$ cat config.mk
export PLATFORM = sky130hd
export DESIGN_NAME = rei_err_accum
export DESIGN_NICKNAME = d
export VERILOG_FILES = /design/src/rtl/rei_acc_pkg.sv /design/src/rtl/rei_nibble_decode.sv /design/src/rtl/rei_chan_acc.sv /design/src/rtl/rei_err_accum.sv
export SDC_FILE = /design/constraint.sdc
export NUM_CORES = 1
export LEC_CHECK = 0
export BUFFER_PORTS_ARGS = -buffer_cell sky130_fd_sc_hd__buf_2
export CORE_MARGIN = 3
export CORE_UTILIZATION = 60
export DETAILED_ROUTE_END_ITERATION = 16
export PLACE_DENSITY = 0.85
export SETUP_SLACK_MARGIN = 0.4
export SLEW_MARGIN = 15
export SYNTH_ARGS = -nofsm -noshare
export SYNTH_HDL_FRONTEND = slang
export SYNTH_SLANG_ARGS = --single-unit
$ cat constraint.sdc
create_clock -name clk -period 3.58 [get_ports clk]
set_input_delay 0 -clock clk [delete_from_list [all_inputs] [get_ports clk]]
set_output_delay 0 -clock clk [all_outputs]
set_load 0.02 [all_outputs]
$ cat src/rtl/rei_acc_pkg.sv
package rei_acc_pkg;
  localparam int REI_MAX_CODE = 8;
  localparam int REI_VAL_W    = $clog2(REI_MAX_CODE + 1);
  typedef logic [3:0] rei_code_t;
endpackage

$ cat src/rtl/rei_nibble_decode.sv
module rei_nibble_decode
  import rei_acc_pkg::*;
(
  input  rei_code_t              code,
  input  logic                   block_mode,
  output logic [REI_VAL_W-1:0]   add_val
);
  logic [REI_VAL_W-1:0] errs;

  always_comb begin
    if (int'(code) <= REI_MAX_CODE) errs = REI_VAL_W'(code);
    else                            errs = '0;
    if (block_mode) add_val = REI_VAL_W'(errs != '0);
    else            add_val = errs;
  end
endmodule

$ cat src/rtl/rei_chan_acc.sv
module rei_chan_acc
  import rei_acc_pkg::*;
#(
  parameter int CNT_W = 16
) (
  input  logic              clk,
  input  logic              rst_n,
  input  logic              accept,
  input  rei_code_t         code,
  input  logic              block_mode,
  input  logic              saturate,
  input  logic              pm_tick,
  output logic [CNT_W-1:0]  hold_count
);
  localparam logic [CNT_W-1:0] CNT_MAX = '1;

  logic [REI_VAL_W-1:0] add_val;
  logic [CNT_W-1:0]     run_q, hold_q, base, run_d;
  logic [CNT_W:0]       sum;

  rei_nibble_decode u_dec (
    .code       (code),
    .block_mode (block_mode),
    .add_val    (add_val)
  );

  always_comb begin
    base = pm_tick ? '0 : run_q;
    sum  = {1'b0, base} + (accept ? (CNT_W+1)'(add_val) : '0);
    if (sum[CNT_W] && saturate) run_d = CNT_MAX;
    else                        run_d = sum[CNT_W-1:0];
  end

  always_ff @(posedge clk or negedge rst_n) begin
    if (!rst_n) begin
      run_q  <= '0;
      hold_q <= '0;
    end else begin
      run_q <= run_d;
      if (pm_tick) hold_q <= run_q;
    end
  end

  assign hold_count = hold_q;


  hold_stable_chk: assert property (@(posedge clk) disable iff (!rst_n)
    !pm_tick |=> $stable(hold_q));

  snap_clear_chk: assert property (@(posedge clk) disable iff (!rst_n)
    (pm_tick && !accept) |=> (run_q == '0));

  sat_hold_chk: assert property (@(posedge clk) disable iff (!rst_n)
    (saturate && !pm_tick && run_q == CNT_MAX) |=> (run_q == CNT_MAX));

  add_range_chk: assert property (@(posedge clk) disable iff (!rst_n)
    (int'(add_val) <= REI_MAX_CODE));

  block_unit_chk: assert property (@(posedge clk) disable iff (!rst_n)
    block_mode |-> (add_val <= REI_VAL_W'(1)));
endmodule

$ cat src/rtl/rei_err_accum.sv
module rei_err_accum
  import rei_acc_pkg::*;
#(
  parameter int NUM_CH = 3,
  parameter int CNT_W  = 16
) (
  input  logic                     clk,
  input  logic                     rst_n,
  input  logic [NUM_CH-1:0]        g1_valid,
  input  logic [NUM_CH*8-1:0]      g1_byte,
  output logic [NUM_CH-1:0]        g1_ready,
  input  logic                     block_mode,
  input  logic                     saturate,
  input  logic                     pm_tick,
  output logic [NUM_CH*CNT_W-1:0]  hold_count
);
  logic ready_q;
  logic [NUM_CH*4-1:0] unused_low_bits;

  always_ff @(posedge clk or negedge rst_n) begin
    if (!rst_n) ready_q <= 1'b0;
    else        ready_q <= 1'b1;
  end

  assign g1_ready = {NUM_CH{ready_q}};

  for (genvar i = 0; i < NUM_CH; i++) begin : g_ch
    assign unused_low_bits[i*4 +: 4] = g1_byte[i*8 +: 4];

    rei_chan_acc #(.CNT_W(CNT_W)) u_acc (
      .clk        (clk),
      .rst_n      (rst_n),
      .accept     (g1_valid[i] & ready_q),
      .code       (g1_byte[i*8+4 +: 4]),
      .block_mode (block_mode),
      .saturate   (saturate),
      .pm_tick    (pm_tick),
      .hold_count (hold_count[i*CNT_W +: CNT_W])
    );
  end


  ready_hold_chk: assert property (@(posedge clk) disable iff (!rst_n)
    ready_q |=> ready_q);
endmodule

==> metrics list, run 1 <==
* Run status: completed
- Dividing the synthesized area by the synthesized cell count gives ~11 sq um.
- Cell with the most instances after synthesis: sky130_fd_sc_hd__dfrtp_1
* Quantity of I/O buffers inserted on ports: 70
- Maximum number of pins on one net before global-route repair: 71
- In the final layout, flip-flops and latches occupy 2430 sq um.
* Critical Path End Type: flop
- Global-route wire length before repair: 16.2 mm
- First DRT Iteration DRCs: 122
- Total congestion overflow after global routing: 0
- Synthesis handed over a netlist of 433 instances.
- The post-synthesis compound-gate area fraction is 0.0729.
- Post-synthesis share of cell area spent on and, or, nand and nor gates: 0.173
- Counting flops and latches in the post-synthesis netlist gives 97.
* Fraction of final layout cells with drive strength greater than 1: 0.275
- Max Buffers Root-to-Sink: 2
- Width of the die: 95.5 um
* Total standard cell area after synthesis: 4800 sq um
- Clock tree from TritonCTS: built
- The number of antenna diodes in the final layout is 0.
- For this run, design rule violations remaining after detail routing come to 0.
- The setup path with the least slack is of type reg -> reg.
- Initial antenna violation count: 0
- Initial DRT Pass Iterations: 4
- CTS H-tree lvls: 3
- Sink Count: 97
* Total Die Area: 9120 sq um
- Transition time at the pin with the least slew margin: 0.862 ns
- The number of nets handed over by synthesis was 480.
* Worst path required time: 3.87 ns
- Least setup slack across all paths after layout: 0.624 ns
- CTS placed an instance of sky130_fd_sc_hd__clkbuf_8 at the clock tree root.
- Clock-pin slew was measured on the worst setup and hold paths at roughly 0.1 ns.
* Final period util: 0.826
* Insertion delay to the later sink of the worst-skew pair: between 0.3 and 0.4 ns
* Filler Cell Count: 535
* Final Skew: 0.0109 ns
* Placer congestion estimate: ~0.84
- Final worst hold slack: 0.175 ns
* Relative slew margins: 0.425
- At the end of the flow the core is filled with cells to 0.723.
- Cell type with the largest total area after synthesis: sky130_fd_sc_hd__dfrtp_1
- After floorplanning, the core was sized to cover 7520 sq um.
- Wire length after detailed routing: 9.45 mm
* Sequential cell area fraction in the yosys report: 0.505
* Leakage power of the design: 2.83 nW
- Min-delay worst type: in -> reg
* Cell types occupying the most area after synthesis: sky130_fd_sc_hd__dfrtp_1 (51%), sky130_fd_sc_hd__mux2_2 (11%), sky130_fd_sc_hd__xnor2_1 (5.1%)
- The worst-case IR drop observed on VDD is 278 uV.
- Dividing the detail-routed wire length by the instance count gives 15.6 um.
* Xor/xnor cell area share of the yosys netlist: 0.0656
* Proportion of register bits with asynchronous set or reset after synthesis: 1.00
* Core Rows: 31
- Critical path peak fanout: 7
- The wire-length estimate of the detail-placed layout is about 6.5 mm.
- Synthesized-area fraction occupied by adder cells: 0.0438
* Multiplexer share of the synthesized area: 0.117
* Via count of the first global-routing pass: 3511
- Compared with the post-synthesis result, the final layout area differs by 13.2%.
- The share of synthesized area in the top cell type comes to 0.505.
- Most frequently used flop master after synthesis: sky130_fd_sc_hd__dfrtp_1
- YS warnings: 0
- At the placement stage, the worst setup path has a slack of 0.627 ns.
- Via count: 3436
* Number of synthesized flops with an enable pin: 0
- Max-cap violations in this run came to 0.
- RSZ-0062 raised after global routing: false
- GRT Util Overall: 0.227
* Detailed-route vias per instance: around 5.7
* Die height: 95.5 um
* Final-report setup violation count: 0
- Largest family of logic cells by synthesized area: simple AND/OR/NAND/NOR gates
- Top cells by instance count after synthesis: sky130_fd_sc_hd__dfrtp_1 (97), sky130_fd_sc_hd__mux2_2 (48), sky130_fd_sc_hd__nand2_1 (29), sky130_fd_sc_hd__xnor2_1 (28)
* Power per cell area: approximately 370 nW/um^2
- Number of standard cells in the final layout excluding fillers: ~600
- Setup total negative slack on the finished layout was measured at 0 ns.
* Count of pins over their slew limit: 0
- Gates resized, CTS repair: 0
* Synth cell types: 46
- Data arrival at the endpoint of the critical path: 3.24 ns
- The net count of the finished layout is 547.
- Highest clock frequency the design can meet: 0.338 GHz
- Placed instance count: between 500 and 600
- Final period demand of the worst path: 2.96 ns
* CP Launch Type: flop
- Summing all multi-input logic gate instances after layout gives 2270 sq um.
- I/O Pins: 83
- TritonCTS created 9 clock buffers.
- For this configuration, the core starts out at a cell density of 0.638.
- Final Hold Viols: 0
* Detail Route Antenna Nets: 0
## final timing paths
| kind | start | to | slack (ns) | cells after the start |
|---|---|---|---|---|
| worst max-delay path | ready_q$_DFF_PN0_ | g_ch[0].u_acc.run_q[15]$_DFF_PN0_ | 0.62 | 10 |
| worst min-delay path | g1_valid[1] | g_ch[1].u_acc.run_q[0]$_DFF_PN0_ | 0.18 | 5 |
| worst max register to register | ready_q$_DFF_PN0_ | g_ch[0].u_acc.run_q[15]$_DFF_PN0_ | 0.62 | 10 |
| worst min register to register | g_ch[0].u_acc.run_q[3]$_DFF_PN0_ | g_ch[0].u_acc.hold_count[3]$_DFFE_PN0P_ | 0.51 | 1 |
| max in group asynchronous | rst_n | g_ch[2].u_acc.run_q[0]$_DFF_PN0_ | 2.41 | 3 |
| min in group asynchronous | rst_n | g_ch[2].u_acc.hold_count[2]$_DFFE_PN0P_ | 0.29 | 2 |
## kinds of logic after synthesis
kind of cell	Yosys count
fa+ha+maj	15
buf+inv	23
other cells	1
simple gates	153
xor+xnor	36
mux	50
compound gates	58
flops	97
## metrics by stage
stage	power (mW)	cell area, sq um
3_5_place_dp	1.28	5210
6_report	1.99	5440
2_1_floorplan	1.22	4800
3_3_place_gp	1.27	5210
4_1_cts	2.01	5430
5_1_grt	2.07	5440
## per-layer routing
layer	vias up	GRT usage	routed length (um)
met5	-	0	0
li1	1639	-	-
met3	18	0.0418	410
met1	1701	0.303	4280
met4	0	0.0746	144
met2	78	0.376	4620
## area by class of cell
| type | count | area share |
|---|---|---|
| clock buffers | 9 | 0.0228 |
| clock inverters | 7 | 0.0147 |
| inverters | 4 | 0.00276 |
| multi-input cells | 313 | 0.417 |
| flip-flops and latches | 97 | 0.446 |
| well taps | 99 | 0.0228 |
| repair buffers | 75 | 0.0732 |
## repair_timing
action                                  CTS  global route
hold endpoints to repair                 70             0
setup buffers                             0             1
endpoints found under the setup margin    0            11
hold buffers                              2             0
## placed cells by master, fill, tap and decap left out, types with 2 or more instances in the layout
cell type	synthesis	final
sky130_fd_sc_hd__dfrtp_1	97	97
sky130_fd_sc_hd__buf_2	0	68
sky130_fd_sc_hd__mux2_2	48	48
sky130_fd_sc_hd__nand2_1	29	29
sky130_fd_sc_hd__xnor2_1	28	28
sky130_fd_sc_hd__nor2_1	26	26
sky130_fd_sc_hd__o21ai_0	26	26
sky130_fd_sc_hd__nor2b_1	21	21
sky130_fd_sc_hd__nand3_1	16	16
sky130_fd_sc_hd__nand2b_1	16	16
sky130_fd_sc_hd__ha_1	12	12
sky130_fd_sc_hd__nor3_1	11	11
sky130_fd_sc_hd__a21oi_1	11	11
sky130_fd_sc_hd__clkbuf_8	0	9
sky130_fd_sc_hd__xor2_1	8	8
sky130_fd_sc_hd__a21o_1	6	6
sky130_fd_sc_hd__buf_4	3	5
sky130_fd_sc_hd__nor4b_1	4	4
sky130_fd_sc_hd__and3_1	4	4
sky130_fd_sc_hd__nand4_1	4	4
sky130_fd_sc_hd__inv_1	4	4
sky130_fd_sc_hd__and2_1	4	4
sky130_fd_sc_hd__nand3b_1	3	3
sky130_fd_sc_hd__a211o_1	3	3
sky130_fd_sc_hd__o211ai_1	3	3
sky130_fd_sc_hd__a211oi_1	3	3
sky130_fd_sc_hd__and4b_1	3	3
sky130_fd_sc_hd__nor4_1	3	3
sky130_fd_sc_hd__fa_1	3	3
sky130_fd_sc_hd__clkinv_4	0	3
sky130_fd_sc_hd__or3_1	2	2
sky130_fd_sc_hd__and4_1	2	2
sky130_fd_sc_hd__mux2i_1	2	2
sky130_fd_sc_hd__dlygate4sd3_1	0	2
## registers in the layout, indices dropped and copies added, names as in the netlist
name and cells:
g_ch.u_acc.hold_count 48, g_ch.u_acc.run_q 48, ready_q 1
## worst max-delay path: stages, from the launching register on
cell	delay, ns
sky130_fd_sc_hd__dfrtp_1	0.52
sky130_fd_sc_hd__nor2b_1	0.29
sky130_fd_sc_hd__nand2_1	0.10
sky130_fd_sc_hd__nor2_1	0.13
sky130_fd_sc_hd__and2_1	0.17
sky130_fd_sc_hd__ha_1	0.30
sky130_fd_sc_hd__and4b_1	0.22
sky130_fd_sc_hd__a211oi_1	0.68
sky130_fd_sc_hd__nor3_1	0.14
sky130_fd_sc_hd__mux2i_1	0.16
sky130_fd_sc_hd__nor3_1	0.17
## power by group
group          total (mW)  switching, mW  internal [mW]
clock               0.732          0.401          0.330
sequential           1.12        0.00934           1.11
combinational       0.135         0.0841         0.0507
total                1.99          0.495           1.49
Power figures use the tool's default switching activity.
==> run 2: changes to the inputs <==
--- a/config.mk
+++ b/config.mk
@@ -5,11 +5,12 @@
 export SDC_FILE = /design/constraint.sdc
 export NUM_CORES = 1
 export LEC_CHECK = 0
+export ABC_AREA = 1
 export BUFFER_PORTS_ARGS = -buffer_cell sky130_fd_sc_hd__buf_2
 export CORE_MARGIN = 3
-export CORE_UTILIZATION = 60
+export CORE_UTILIZATION = 52
 export DETAILED_ROUTE_END_ITERATION = 16
-export PLACE_DENSITY = 0.85
+export PLACE_DENSITY = 0.77
 export SETUP_SLACK_MARGIN = 0.4
 export SLEW_MARGIN = 15
 export SYNTH_ARGS = -nofsm -noshare
==> constraint.sdc (replaced) <==
create_clock -name clk -period 2.6 [get_ports clk]
set_input_delay 0 -clock clk [delete_from_list [all_inputs] [get_ports clk]]
set_output_delay 0 -clock clk [all_outputs]
set_load 0.02 [all_outputs]
==> run 2 against run 1 <==
Compared with the run above:
- flip-flop and latch count is the same
- die area increased by 28%
- clock skew down 0.00090 ns
- critical endpoint is now g_ch[0].u_acc.run_q[6]$_DFF_PN0_
==> metrics list, run 2 <==
- Run status: completed
- Clock tree synthesis selected as its root buffer the cell sky130_fd_sc_hd__clkbuf_8.
- GRT Util Overall: 0.218
* Leakage power of the design: 3.43 nW
* Cts bufs inserted: 9
- For this run the aggregate overflow at the end of global routing stands at 0.
* Final-report setup violation count: 0
- Critical path's largest stage delay: between 0.4 and 0.5 ns
* Placer congestion estimate: about 0.86
- Detailed-route vias per instance: 5.31
* CTS H-tree lvls: 3
- Clock-pin slew was measured on the worst setup and hold paths at roughly 0.09 ns.
- Sink Count: 97
- Cell count after synthesis: 721
* Top cells by instance count after synthesis: sky130_fd_sc_hd__nand2_1 (220), sky130_fd_sc_hd__dfrtp_1 (97), sky130_fd_sc_hd__inv_1 (94), sky130_fd_sc_hd__nand3_1 (94), sky130_fd_sc_hd__nor2_1 (73)
- In the finished design, the share of the clock period the worst path needs comes to 0.799.
- YS warnings: 0
- The first routing iteration left 402 violations.
- The floorplan step defined a die boundary enclosing 11700 sq um.
- Maximum number of pins on one net before global-route repair: 59
* Highest clock frequency the design can meet: 0.481 GHz
- Fraction of final layout cells with drive strength greater than 1: 0.183
- Detailed placement ended at an HPWL of 8.74 mm.
- The library cell used most frequently in the layout, excluding fill and tap cells, is sky130_fd_sc_hd__nand2_1.
- Sequential cell area fraction in the yosys report: 0.449
- The initial utilization of the core area, before any placement, comes to 0.543.
- Highest ir drop seen on vdd: 300 uV
- Cell types occupying the most area after synthesis: sky130_fd_sc_hd__dfrtp_1 (45%), sky130_fd_sc_hd__nand2_1 (15%), sky130_fd_sc_hd__nand3_1 (8.7%)
- The number of failing hold endpoints at the final stage was 0.
- Dividing the detail-routed wire length by the instance count gives between 10 and 15 um.
- Largest delay contributor family on the critical path: simple AND/OR/NAND/NOR gates
- Min-delay worst type: in -> reg
* Cell type with the largest total area after synthesis: sky130_fd_sc_hd__dfrtp_1
- After detailed routing, the total wire length is 12.5 mm.
- The worst setup path is of the reg -> reg kind.
- Register bit count reported by yosys: 97
* Initial DRT Pass Iterations: 7
- Final period demand of the worst path: about 2.1 ns
* Placed instance count: 907
- The clock passes through at most 2 buffers.
* Width of the die: 108 um
* Placeable core region: between 9000 and 10000 sq um
- Relative slew margins: 0.505
- The via count of the first global-routing pass was 4640.
- Via count: 4942
- At the worst endpoint, the required time is between 2 and 3 ns.
- After synthesis the cells add up to between 5000 and 6000 sq um.
* Drc violations: 0
* Number of synthesized flops with an enable pin: 0
- Data arrival at the endpoint of the critical path: 2.38 ns
- Along the worst path, the maximum fanout reaches 8.
- Diode insertion count for antenna repair: 0
- Global-route wire length before repair: 20.4 mm
* Insertion delay to the later sink of the worst-skew pair: 0.37 ns
- A synthesized cell averages 7.50 sq um.
- I/O Pins: 83
- For this run, the post-layout net count is about 840.
- The count of buffers added on input and output ports is 70.
- The most common cell in the synthesized netlist is sky130_fd_sc_hd__nand2_1.
* Transition time at the pin with the least slew margin: 0.743 ns
* Most frequent cells in the layout: sky130_fd_sc_hd__nand2_1 (218), sky130_fd_sc_hd__dfrtp_1 (96), sky130_fd_sc_hd__inv_1 (93), sky130_fd_sc_hd__nand3_1 (90), sky130_fd_sc_hd__nor2_1 (71)
- The signal on the critical path passes through nand2_2 > inv_2 > nand2_1 > nor2_1 > ha_1 > nand2_1 > nand3_4 > nand2_4 > nor2_4 > nand2_4 > nand3b_1.
- RSZ-0062 raised after global routing: true
- Count of buffer and inverter cells on the critical path: 1
* Sum of negative setup slack: 0 ns
- Clock tree from TritonCTS: built
* Most frequently used flop master after synthesis: sky130_fd_sc_hd__dfrtp_1
- For the final database, setup skew stands at 0.0100 ns.
* Library cell contributing the largest single delay on the critical path: sky130_fd_sc_hd__dfrtp_2
* Nets in the synthesized netlist: between 700 and 800
- After the flow finishes, the layout carries non-filler instances totaling 930.
- CP Launch Type: flop
- Proportion of register bits with asynchronous set or reset after synthesis: 1.00
- Count of pins over their slew limit: 0
* Post-layout utilization of the core: 0.627
* Core Rows: 36
* Critical Path End Type: flop
- Counting distinct cell types in the post-synthesis netlist gives 31.
- Area growth, synth to finish: 15.5%
- Detail Route Antenna Nets: 0
* Power per cell area: 456 nW/um^2
- Die height: 108 um
- Maxcap violations: 0
* Share of the synthesized area in the top cell type: 0.449
* Initial antenna violation count: 0
-- run 2: report_power, final --
| group | total (mW) | internal (mW) | switching [mW] |
|---|---|---|---|
| Sequential | 1.54 | 1.53 | 0.0108 |
| Combinational | 0.202 | 0.0583 | 0.143 |
| Clock | 1.10 | 0.591 | 0.514 |
-- run 2: tightest hold or removal path, cell delays in order --
cell and delay (ns):
sky130_fd_sc_hd__buf_2 0.25, sky130_fd_sc_hd__nand2_1 0.11, sky130_fd_sc_hd__nand2_1 0.06
-- run 2: through the flow --
step / power, mW / hold WS, ns / area (sq um) / setup WS, ns
after floorplan: 1.68 / -0.296 / 5410 / 0.425
after global placement: 1.76 / 0.109 / 5820 / 0.337
after detailed placement: 1.77 / 0.113 / 5820 / 0.239
after CTS: 2.87 / 0.0822 / 6100 / 0.412
after global routing: 2.96 / 0.115 / 6240 / 0.364
final: 2.85 / 0.101 / 6240 / 0.521
-- run 2: worst paths after layout --
check                           slack [ns]                                     start  cells after the start                                       end
worst min register to register        0.47  g_ch[1].u_acc.hold_count[10]$_DFFE_PN0P_                      2  g_ch[1].u_acc.hold_count[10]$_DFFE_PN0P_
worst max register to register        0.52                         ready_q$_DFF_PN0_                     11          g_ch[0].u_acc.run_q[6]$_DFF_PN0_
min in group asynchronous             0.22                                     rst_n                      2  g_ch[2].u_acc.hold_count[13]$_DFFE_PN0P_
max in group asynchronous             1.70                                     rst_n                      3                         ready_q$_DFF_PN0_
worst min-delay path                  0.10                                   pm_tick                      3   g_ch[1].u_acc.hold_count[6]$_DFFE_PN0P_
worst max-delay path                  0.52                         ready_q$_DFF_PN0_                     11          g_ch[0].u_acc.run_q[6]$_DFF_PN0_
-- run 2: repair_timing --
item                                    4_1_cts  5_1_grt
hold buffers                                  2        0
gates cloned                                  1        3
endpoints found under the hold margin        59        0
buffers inserted                              0        1
endpoints found under the setup margin       45       46
pin swaps                                     0       11
resized for setup                             6       23
-- run 2: final cells by class --
| cell class | count | area, sq um |
|---|---|---|
| Fill cell | 868 | 3710 |
| Timing Repair Buffer | 81 | 465 |
| Tap cell | 133 | 166 |
| Clock inverter | 5 | 77.6 |
| Sequential cell | 97 | 2430 |
| Clock buffer | 11 | 151 |
| Multi-Input combinational cell | 508 | 2590 |
| Inverter | 95 | 362 |
-- run 2: layer usage --
layer,vias to the layer above,part of all wire,track usage
met5,-,0,0
met4,0,0.022,0.106
met3,25,0.068,0.0293
met2,178,0.46,0.348
met1,2303,0.45,0.295
li1,2436,-,-
-- run 2: cell families after synthesis --
family	Yosys count	share of synthesized area
DFF	97	0.449
AOI/OAI and AO/OA	46	0.0440
xor gates and xnor gates	3	0.00486
adders and majority gates	15	0.0389
other	1	0.000694
buffers and inverters	120	0.0995
and+or+nand+nor	439	0.363
==> run 3: changes to the inputs <==
--- a/config.mk
+++ b/config.mk
@@ -8,9 +8,9 @@
 export ABC_AREA = 1
 export BUFFER_PORTS_ARGS = -buffer_cell sky130_fd_sc_hd__buf_2
 export CORE_MARGIN = 3
-export CORE_UTILIZATION = 52
+export CORE_UTILIZATION = 57
 export DETAILED_ROUTE_END_ITERATION = 16
-export PLACE_DENSITY = 0.77
+export PLACE_DENSITY = 0.8
 export SETUP_SLACK_MARGIN = 0.4
 export SLEW_MARGIN = 15
 export SYNTH_ARGS = -nofsm -noshare
==> constraint.sdc (replaced) <==
create_clock -name clk -period 1.94 [get_ports clk]
set_input_delay 0 -clock clk [delete_from_list [all_inputs] [get_ports clk]]
set_output_delay 0 -clock clk [all_outputs]
set_load 0.02 [all_outputs]
==> run 3 against run 2 <==
Compared with the run above:
- the run now ends with negative setup slack left
- design area grew 10%
- global-route usage increased by 5.9 points
- non-clock buffer count increased by 42
- flip-flop and latch count stayed put
- sequential power up 34%
- via count grew 7.4%
- register-to-register slack lost 0.65 ns
- critical path type unchanged
- critical endpoint is now g_ch[0].u_acc.run_q[13]$_DFF_PN0_
- largest cell class unchanged
- largest power group unchanged
- highest routed layer unchanged
==> metrics list, run 3 (synthesized netlist as in run 2, its figures left out) <==
* Run status: finished, violations left
* Failing checks: negative setup slack
- In the final layout, the share of cells above drive strength 1 is 0.296.
- From left edge to right edge, the die measures 103 um.
- Core Rows: 34
- Post-route cell area: 6890 sq um
- Cts bufs inserted: 9
* First DRT Iteration DRCs: 396
- Half-perimeter wire length after placement: between 9 and 10 mm
- After detailed routing, the average wire length per cell comes to around 15 um.
- Detailed-route vias per instance: 5.51
- Maximum number of pins on one net before global-route repair: 63
* CTS H-tree lvls: 3
* Data arrival at the endpoint of the critical path: around 2.3 ns
- Starting Density: 0.602
- GRT Util Overall: 0.276
* Filler Cell Count: 608
- The routed design has 14.7 mm of wire.
* Most frequent cells in the layout: sky130_fd_sc_hd__nand2_1 (202), sky130_fd_sc_hd__dfrtp_1 (96), sky130_fd_sc_hd__inv_1 (91), sky130_fd_sc_hd__buf_2 (69), sky130_fd_sc_hd__nor2_1 (67)
- Total power after layout: 3.76 mW
- The first TritonRoute pass finished after 5 iterations.
* Final Skew: ~0.012 ns
- CTS clk-pin slew, worst paths: 0.10 ns
- Worst setup path startpoint: ready_q$_DFF_PN0_
* Area occupied by multi-input gates: 2910 sq um
- The number of failing hold endpoints at the final stage was 0.
- Summed over all layers, the global routing overflow is 0.
* Area growth, synth to finish: 27.5%
* Critical path start-end classification: reg -> reg
- The worst-case IR drop observed on VDD is about 400 uV.
- Number of cells on the worst reg-to-reg path: 13
* Least setup slack across all paths after layout: -0.128 ns
* RSZ-0062 raised after global routing: true
- The library cell used most frequently in the layout, excluding fill and tap cells, is sky130_fd_sc_hd__nand2_1.
* Critical path peak fanout: 7
* Global-route wire length before repair: 23.4 mm
- The number of pins exceeding their max-slew limit in the final report was 0.
- Leakage power of the design: 3.83 nW
- The die is approximately 100 um tall.
- The cell sitting at the root of the clock tree is a sky130_fd_sc_hd__clkbuf_8.
* Diode insertion count for antenna repair: 0
- Via count: 5310
* Critical Path End Type: flop
- Initial antenna violation count: 0
* Final-report setup violation count: 48
- I/O Pins: 83
- In this run the power density over the cells is between 500 and 600 nW/um^2.
- Sequential cell area: between 2000 and 2500 sq um
- Once detail routing completed, the nets flagged for antenna violations numbered 0.
* Library cell contributing the largest single delay on the critical path: sky130_fd_sc_hd__dfrtp_2
* Insertion delay to the later sink of the worst-skew pair: 0.36 ns
* CP Launch Type: flop
- Across all register-to-register paths, the minimum setup slack is -0.13 ns.
* Maxcap violations: 0
- The congestion estimate from routability-driven global placement came to 0.895.
* Critical path's largest stage delay: 0.46 ns
- In this run the critical register-to-register path is captured at g_ch[0].u_acc.run_q[13]$_DFF_PN0_.
- The startpoint identified for the worst register-to-register timing path is ready_q$_DFF_PN0_.
- TritonCTS built the clock tree.
- The floorplan step defined a die boundary enclosing 10700 sq um.
* Nets: about 880
* Post-Place Cell Area: 6190 sq um
* Worst setup path endpoint: g_ch[0].u_acc.run_q[13]$_DFF_PN0_
* Min-delay worst type: in -> async
- Of the available clock period, the critical path in the final layout requires 1.07.
- The floorplan step defined a core boundary enclosing 8980 sq um.
- Counting along the longest clock path gives a buffer depth of 2.
- After layout, the minimum clock period comes to 2.07 ns.
* Series of cell instances along the critical path: nand2_2 > inv_2 > o21ai_2 > a21oi_2 > ha_2 > fa_2 > nand3_4 > nand3_4 > nand2_4 > nor2_4 > nand2_2 > buf_6 > nand3_2
- The via count of the first global-routing pass is slightly above 5000.
- The tree built by TritonCTS fans out to 97 sinks.
* Highest clock frequency the design can meet: 0.484 GHz
- Drc violations: 0
* Quantity of I/O buffers inserted on ports: 70
- Worst path required time: 2.18 ns
==> run 3: metal layers <==
metal / GRT usage / share of wire / vias to the layer above / wire (um)
met5: 0 / 0 / - / 0
met4: 0.0827 / 0.035 / 0 / 513
met3: 0.0483 / 0.068 / 51 / 995
met2: 0.460 / 0.48 / 243 / 7110
met1: 0.371 / 0.41 / 2516 / 6090
li1: - / - / 2500 / -
==> run 3: layout make-up <==
cell class                 instances  share of cell area
sequential                        97               0.353
timing repair buffer             123               0.120
inverter                          95              0.0525
tap                              126              0.0229
multi-input combinational        506               0.422
clock buffer                      12              0.0225
clock inverter                     4             0.00745
==> run 3: worst min-delay path by stage <==
stage	end	slack [ns]	depth (start not counted)
5_1_grt	g_ch[2].u_acc.hold_count[10]$_DFFE_PN0P_	0.16	2
2_1_floorplan	g_ch[0].u_acc.hold_count[0]$_DFFE_PN0P_	-0.30	0
3_3_place_gp	g_ch[2].u_acc.hold_count[13]$_DFFE_PN0P_	-0.02	1
3_5_place_dp	g_ch[2].u_acc.hold_count[13]$_DFFE_PN0P_	-0.007	1
4_1_cts	g_ch[2].u_acc.hold_count[13]$_DFFE_PN0P_	0.15	2
6_report	g_ch[2].u_acc.hold_count[10]$_DFFE_PN0P_	0.14	2
==> run 3: critical path: cells and delay by family (launching register included) <==
family | cells | cell delay [ns]
flip-flops | 1 | 0.46
AO/OA/AOI/OAI | 2 | 0.10
buffers and inverters | 2 | 0.20
adder cells (fa/ha/maj) | 2 | 0.59
AND/OR/NAND/NOR | 7 | 0.58
==> run 3: per-stage QoR <==
step	setup TNS, ns	util	setup WS [ns]	instances	hold slack (ns)
detailed placement	-3.65	0.690	-0.157	929	-0.00711
CTS	-0.996	0.751	-0.0795	959	0.145
finish	-3.49	0.767	-0.128	963	0.141
global route	-7.75	0.767	-0.226	963	0.155
floorplan	0	-	0.0449	721	-0.296
global placement	-0.111	0.690	-0.0182	929	-0.0152
==> run 3: repair_timing <==
| item | in CTS | in global routing |
|---|---|---|
| resized for setup | 52 | 29 |
| hold endpoints to repair | 37 | 0 |
| endpoints found under the setup margin | 48 | 48 |
| hold buffers | 2 | 0 |
| pin swaps | 22 | 23 |
| buffers inserted | 10 | 4 |
| cloned | 2 | 0 |
==> run 3: report_power, final <==
part / switching (mW) / internal [mW]
Combinational: 0.214 / 0.111
Clock: 0.704 / 0.668
Sequential: 0.0131 / 2.05
